File: src/rtl/mulcs_pkg.sv
package mulcs_pkg;
    // Build-time choice of how partial-product rows are accumulated.
    typedef enum logic {
        RED_CARRY_SAVE = 1'b0,
        RED_COND_SUM   = 1'b1
    } red_mode_e;

    // Build-time choice of carry-propagate adder structure.
    typedef enum logic {
        ADD_RIPPLE   = 1'b0,
        ADD_COND_SUM = 1'b1
    } add_kind_e;
endpackage

File: src/rtl/csa_row.sv
// One row of full adders in carry-save form: three vectors in, two out.
module csa_row #(
    parameter int W = 32
) (
    input  logic [W-1:0] x,
    input  logic [W-1:0] y,
    input  logic [W-1:0] z,
    output logic [W-1:0] s,
    output logic [W-1:0] c
);
    for (genvar i = 0; i < W; i++) begin : g_fa
        assign s[i] = x[i] ^ y[i] ^ z[i];
        assign c[i] = (x[i] & y[i]) | (x[i] & z[i]) | (y[i] & z[i]);
    end
endmodule

File: src/rtl/cpa_adder.sv
// Carry-propagate adder; KIND picks a ripple chain or a conditional-sum tree.
module cpa_adder #(
    parameter int                   W    = 32,
    parameter mulcs_pkg::add_kind_e KIND = mulcs_pkg::ADD_COND_SUM
) (
    input  logic [W-1:0] a,
    input  logic [W-1:0] b,
    input  logic         cin,
    output logic [W-1:0] sum,
    output logic         cout
);
    if (KIND == mulcs_pkg::ADD_RIPPLE) begin : g_ripple
        logic [W:0] cy;
        assign cy[0] = cin;
        for (genvar i = 0; i < W; i++) begin : g_bit
            assign sum[i]  = a[i] ^ b[i] ^ cy[i];
            assign cy[i+1] = (a[i] & b[i]) | (cy[i] & (a[i] ^ b[i]));
        end
        assign cout = cy[W];
    end else begin : g_condsum
        localparam int LVL = (W > 1) ? $clog2(W) : 0;
        localparam int NP  = 1 << LVL;

        logic [NP-1:0] ap, bp, full;
        // per level: sum and block carry for carry-in 0 and carry-in 1
        logic [NP-1:0] s0 [0:LVL];
        logic [NP-1:0] s1 [0:LVL];
        logic [NP-1:0] k0 [0:LVL];
        logic [NP-1:0] k1 [0:LVL];

        always_comb begin
            ap        = '0;
            bp        = '0;
            ap[W-1:0] = a;
            bp[W-1:0] = b;
        end

        assign s0[0] = ap ^ bp;
        assign s1[0] = ~(ap ^ bp);
        assign k0[0] = ap & bp;
        assign k1[0] = ap | bp;

        for (genvar l = 0; l < LVL; l++) begin : g_lvl
            for (genvar i = 0; i < NP; i++) begin : g_bit
                localparam int SZ   = 1 << l;
                localparam int BASE = (i >> (l + 1)) << (l + 1);
                localparam int LO   = BASE + SZ - 1;
                localparam int HI   = BASE + 2 * SZ - 1;
                if (((i / SZ) % 2) == 1) begin : g_up
                    assign s0[l+1][i] = k0[l][LO] ? s1[l][i] : s0[l][i];
                    assign s1[l+1][i] = k1[l][LO] ? s1[l][i] : s0[l][i];
                end else begin : g_dn
                    assign s0[l+1][i] = s0[l][i];
                    assign s1[l+1][i] = s1[l][i];
                end
                assign k0[l+1][i] = k0[l][LO] ? k1[l][HI] : k0[l][HI];
                assign k1[l+1][i] = k1[l][LO] ? k1[l][HI] : k0[l][HI];
            end
        end

        assign full = cin ? s1[LVL] : s0[LVL];
        assign sum  = full[W-1:0];
        if (NP > W) begin : g_pad
            assign cout = full[W];
        end else begin : g_exact
            assign cout = cin ? k1[LVL][0] : k0[LVL][0];
        end

        logic unused_bits;
        assign unused_bits = ^{k0[LVL], k1[LVL], full};
    end
endmodule

File: src/rtl/csa_mul.sv
// Unsigned array multiplier, W x W -> 2W, with carry-save row reduction.
module csa_mul #(
    parameter int                   W        = 32,
    parameter bit                   REG_OUT  = 1'b1,
    parameter mulcs_pkg::red_mode_e RED_MODE = mulcs_pkg::RED_CARRY_SAVE,
    parameter mulcs_pkg::add_kind_e FIN_ADD  = mulcs_pkg::ADD_COND_SUM
) (
    input  logic           clk,
    input  logic           rst_n,
    input  logic [W-1:0]   op_a,
    input  logic [W-1:0]   op_b,
    output logic [2*W-1:0] product
);
    localparam int PW = 2 * W;

    logic [W-1:0]  lo_bits;
    logic [W-1:0]  hi_bits;
    logic          final_cout;
    logic [PW-1:0] prod_comb;

    if (RED_MODE == mulcs_pkg::RED_CARRY_SAVE) begin : g_csa
        logic [W-1:0] rs [0:W];
        logic [W-1:0] rc [0:W];
        assign rs[0] = '0;
        assign rc[0] = '0;
        for (genvar j = 0; j < W; j++) begin : g_row
            csa_row #(.W(W)) u_row (
                .x ({1'b0, rs[j][W-1:1]}),
                .y (rc[j]),
                .z (op_a & {W{op_b[j]}}),
                .s (rs[j+1]),
                .c (rc[j+1])
            );
            assign lo_bits[j] = rs[j+1][0];
        end
        cpa_adder #(.W(W), .KIND(FIN_ADD)) u_final (
            .a    ({1'b0, rs[W][W-1:1]}),
            .b    (rc[W]),
            .cin  (1'b0),
            .sum  (hi_bits),
            .cout (final_cout)
        );
        logic unused_bits;
        assign unused_bits = rs[0][0];
    end else begin : g_cond
        logic [W:0] acc [0:W];
        assign acc[0] = '0;
        for (genvar j = 0; j < W; j++) begin : g_row
            cpa_adder #(.W(W), .KIND(mulcs_pkg::ADD_COND_SUM)) u_row (
                .a    (acc[j][W:1]),
                .b    (op_a & {W{op_b[j]}}),
                .cin  (1'b0),
                .sum  (acc[j+1][W-1:0]),
                .cout (acc[j+1][W])
            );
            assign lo_bits[j] = acc[j+1][0];
        end
        assign hi_bits    = acc[W][W:1];
        assign final_cout = 1'b0;
        logic unused_bits;
        assign unused_bits = acc[0][0];
    end

    assign prod_comb = {hi_bits, lo_bits};

    if (REG_OUT) begin : g_reg
        always_ff @(posedge clk or negedge rst_n) begin
            if (!rst_n) begin
                product <= '0;
            end else begin
                product <= prod_comb;
            end
        end
    end else begin : g_comb
        assign product = prod_comb;
        logic unused_ctl;
        assign unused_ctl = clk ^ rst_n;
    end
endmodule

File: config.mk
export PLATFORM = sky130hd
export DESIGN_NAME = csa_mul
export DESIGN_NICKNAME = d
export VERILOG_FILES = /design/src/rtl/mulcs_pkg.sv /design/src/rtl/csa_row.sv /design/src/rtl/cpa_adder.sv /design/src/rtl/csa_mul.sv
export SDC_FILE = /design/constraint.sdc
export NUM_CORES = 2
export LEC_CHECK = 0
export ABC_AREA = 1
export BUFFER_PORTS_ARGS = -buffer_cell sky130_fd_sc_hd__buf_2
export CAP_MARGIN = 5
export CELL_PAD_IN_SITES_DETAIL_PLACEMENT = 1
export CELL_PAD_IN_SITES_GLOBAL_PLACEMENT = 1
export CORE_UTILIZATION = 35
export DETAILED_ROUTE_END_ITERATION = 10
export PLACE_DENSITY = 0.68
export RECOVER_POWER = 100
export SLEW_MARGIN = 10
export SYNTH_ARGS = -nofsm -noshare
export SYNTH_HDL_FRONTEND = slang
export SYNTH_SLANG_ARGS = --single-unit
File: constraint.sdc
create_clock -name clk -period 0.8 [get_ports clk]
set_input_delay 0.16 -clock clk [delete_from_list [all_inputs] [get_ports clk]]
set_output_delay 0.16 -clock clk [all_outputs]
set_load 0.005 [all_outputs]
== Yosys cells after proc, flatten, opt, wreduce, memory -nomap -nowiden ==
Cells that the tools add are included.

* Flip-flop bits (word level): 64
* Logic and storage cells: 6,786

* Mux-type cells: 177
* Bitwise gates (word level): 6,608

{| class="wikitable"
|+ Operator list
! kind !! count
|-
| 1-bit AND || 2,821
|-
| 1-bit bitwise XOR || 1,891
|-
| 1-bit OR || 1,860
|-
| 32-bit AND || 32
|-
| 1-bit two-way mux || 177
|-
| 32-bit inverter || 1
|-
| 31-bit AND || 1
|-
| 31-bit OR || 1
|-
| 31-bit bitwise XOR || 1
|}

== Longest topological paths before layout ==
* Word-level depth: 99
* Mapped depth: 54
* Mapped depth without buffers: 52

== Modules after synthesis ==
From an unflattened synthesis, not the netlist that was laid out.

* Cell total of the unflattened synthesis: 4,150
* Area, all modules: 35,587.9 µm²

{| class="wikitable"
|+ Modules (own cells, without submodules)
! module !! instances !! cells each !! area an instance (µm²)
|-
| csa_row || 32 || 32 || 640.6
|-
| csa_mul || 1 || 2,305 || 10,929.2
|-
| cpa_adder || 1 || 821 || 4,159.0
|}

== Least setup slack after synthesis ==
No wires, ideal clock.

* Path kind: input-to-reg
* Start: in op_a[31]
* End: reg product[56]
* Library setup time: 0.117 ns
* Data arrival time: 15.902 ns
* Path slack: -15.219 ns
* Stages on the path: 50
* Path buffers: 2
* Cells stage by stage: clkbuf_1 > nand2_1 > inv_1 > ha_1 > inv_1 > fa_1 > fa_1 > inv_1 > fa_1 > fa_1 > fa_1 > fa_1 > fa_1 > fa_1 > fa_1 > fa_1 > fa_1 > fa_1 > [... 14 more ...] > fa_1 > fa_1 > fa_1 > inv_1 > fa_1 > inv_1 > ha_1 > o21ai_4 > inv_2 > nand2_1 > nand2_2 > nand2_2 > nand2_4 > nand2_4 > nand2_4 > buf_6 > nand2_1 > nand2_1

{| class="wikitable"
|+ RTL lines
! what !! line !! source
|-
| start: declaration || csa_mul.sv:10 || <nowiki>input logic [W-1:0] op_a,</nowiki>
|-
| end signal: assignment || csa_mul.sv:71 || <nowiki>product <= prod_comb;</nowiki>
|-
| end: declaration || csa_mul.sv:12 || <nowiki>output logic [2*W-1:0] product</nowiki>
|}

==> reports/results.txt <==
DRC: 0
GPL Wtd Cong: 0.753
critical path class: in -> reg
Worst slew margin: 62.6%
die width: 300 µm
DRT Pass-1 Iters: 4
syn_nets: 4649
clk buf depth: 2
Core Footprint: 0.0873 mm²
met3 Use GR: 1.43%
final worst slack: -15.32 ns
layout cells sized above 1: 16.3%
area grow syn2layout: 15.3%
Required @ worst endpoint: 1.06 ns
most used cell along the critical path: fa_1
met1 Use GR: 18.7%
Final Cell Area: 0.0358 mm²
Critical Path Slowest Stage Cell: fa_2
Yosys warnings: 0
TritonCTS clock tree: built
CP startpoint: op_b[1]
post-layout minimum cycle time: 16.12 ns
sequential share of the synthesized area: 5.16%
hold path start: op_a[0]
crit share post-route: 2020%
Avg Cell Area, Syn: 8.72 µm²
M2 GR Usage: 30.5%
DRT iter0 DRCs: 458
Die H: 300 µm
crit-path max FO: 11
fmax: 62.0 MHz
synthesis-stage register bit count: 64
CP endpoint kind: flip-flop
Yosys cell types: 23
Regs by FF count: product (64)
post-DR vias/cell: 4.50
clock slew at reported path FFs: 0.06 ns
pin count of the biggest net entering global routing: 65
hold crit path type: in -> reg
HPWL after DPL: 60100 µm
most used routing layer: met2
clock root buffer: clkbuf_16
Bufs and invs on worst path: 7
gr ovfl total: 0
TritonCTS buffer count: 9
max reg flops: 64
final hold vios: 0
final WL: 67500 µm
kind of cell adding the most delay to the critical path: adder cells
row count: 108
total clock sinks: 64
vias in the first global route: 25.7k
post-synthesis cell count: 3561
full die area: 0.0900 mm²
Cell Area, Synth: 0.0311 mm²
CP Launch Type: input port
largest reg by FF count: product
Fillers: 10.3k
port bufs: 129
outcome: finished with violations
Initial Util: 35.6%
initial antenna violation count: 7
vias: 22.1k
first-pass GRT wire length: 118000 µm
Max Slew Vio Count: 0
Max Cap Viol: 0
Cell Area, Placed: 0.0346 mm²
Final Setup Violations: 127
Slowest Stage Delay on Critical Path: 0.55 ns
Slew @ Worst Pin: 0.555 ns
failing checks: negative setup slack
final setup TNS: -723.56 ns
CP Data Arrival Time: 16.38 ns
H-tree Lvls: 3
final antenna-violating net count: 0
Final Net Count: 4837
gr usage total: 15.6%
worst hold slack: 0.232 ns
unrepaired setup endpoints after global routing: true
WL per Instance: 13.8 µm
num ports: 130
==> path summary, 6_finish.rpt <==
check | endpoint | slack [ns] | cells past startpoint
max in group asynchronous | product[4] | 0.13 | 3
min in group asynchronous | product[35] | 0.38 | 3
worst min-delay path | product[1] | 0.23 | 4
worst max-delay path | product[40] | -15.32 | 46
==> stage by stage <==
| stage | setup WS [ns] | instances | utilization, % |
|---|---|---|---|
| floorplan | -15.03 | 3561 | - |
| global placement | -15.60 | 4877 | 39.6 |
| detailed placement | -15.87 | 4877 | 39.6 |
| CTS | -15.32 | 4898 | 40.3 |
| global route | -15.73 | 4908 | 41.0 |
| finish | -15.32 | 4910 | 41.0 |
==> placed cells by master, fill, tap and decap left out, types with 3 or more instances in the layout <==
cell type	n
nand2_1	1278
o21ai_2	4
buf_6	14
xnor2_1	23
nand2_4	11
nand2_8	7
fa_1	815
clkbuf_1	3
nor2_1	25
xor2_1	21
buf_12	36
ha_1	75
o21ai_1	7
ha_4	16
buf_8	3
dfrtp_1	64
buf_4	194
or2_2	3
inv_2	37
nand3_1	10
buf_2	118
inv_1	776
nand2_2	31
fa_2	115
clkbuf_16	10
o21ai_0	43
==> synth_stat cells, drive strengths merged <==
| cell | count | share of area [%] |
|---|---|---|
| nand2 | 1324 | 16 |
| fa | 930 | 60 |
| inv | 814 | 9.8 |
| clkbuf | 192 | 2.3 |
| ha | 92 | 3.7 |
| dfrtp | 64 | 5.2 |
| o21ai | 55 | 0.95 |
| nor2 | 26 | 0.31 |
| xnor2 | 23 | 0.65 |
| xor2 | 22 | 0.62 |
| nand3 | 12 | 0.21 |
| or2 | 3 | 0.060 |
| buf | 2 | 0.052 |
| nand3b | 1 | 0.024 |
| o21a | 1 | 0.024 |
==> kinds of logic (layout without fill, tap and decap cells) <==
kind of cell / count (synthesis) / count (layout) / synth area share [%]
AO/OA/AOI/OAI: 56 / 56 / 0.971
XOR/XNOR: 45 / 45 / 1.27
adder cells (fa/ha/maj): 1022 / 1022 / 63.6
buffers and inverters: 1008 / 1197 / 12.2
flip-flops: 64 / 64 / 5.16
other: 0 / 2 / 0
AND/OR/NAND/NOR: 1366 / 1369 / 16.8
==> repair_timing <==
item,in CTS,in global routing
pin swaps,11,21
gates resized for setup,67,194
hold endpoints to repair,64,0
hold buffers,1,0
setup buffers,3,9
endpoints found under the setup margin,127,127
cloned,3,1
==> layer usage <==
metal  up-vias  wire length [µm]
met5         -                24
met4         4               686
met3        41              1100
met2       130             38400
met1     11700             27300
li1      10200                 -
==> worst min-delay path, delay by kind of cell <==
family	cells	cell delay, ns
buffers and inverters	2	0.22
adders and majority gates	1	0.12
and+or+nand+nor	1	0.07
==> cell type report <==
type                    instances  area, µm²  area share (%)
inverters                     814       3060            8.53
clock buffers                  12        246           0.688
well taps                    1155       1450            4.03
diodes                          2       5.00          0.0140
multi-input cells            2492      26400            73.7
repair buffers                368       3010            8.40
clock inverters                 3       42.5           0.119
flip-flops and latches         64       1600            4.47
Power is left out: the tool's default activity adds up to more than one toggle a clock period on the data nets, which glitch-free logic cannot reach.
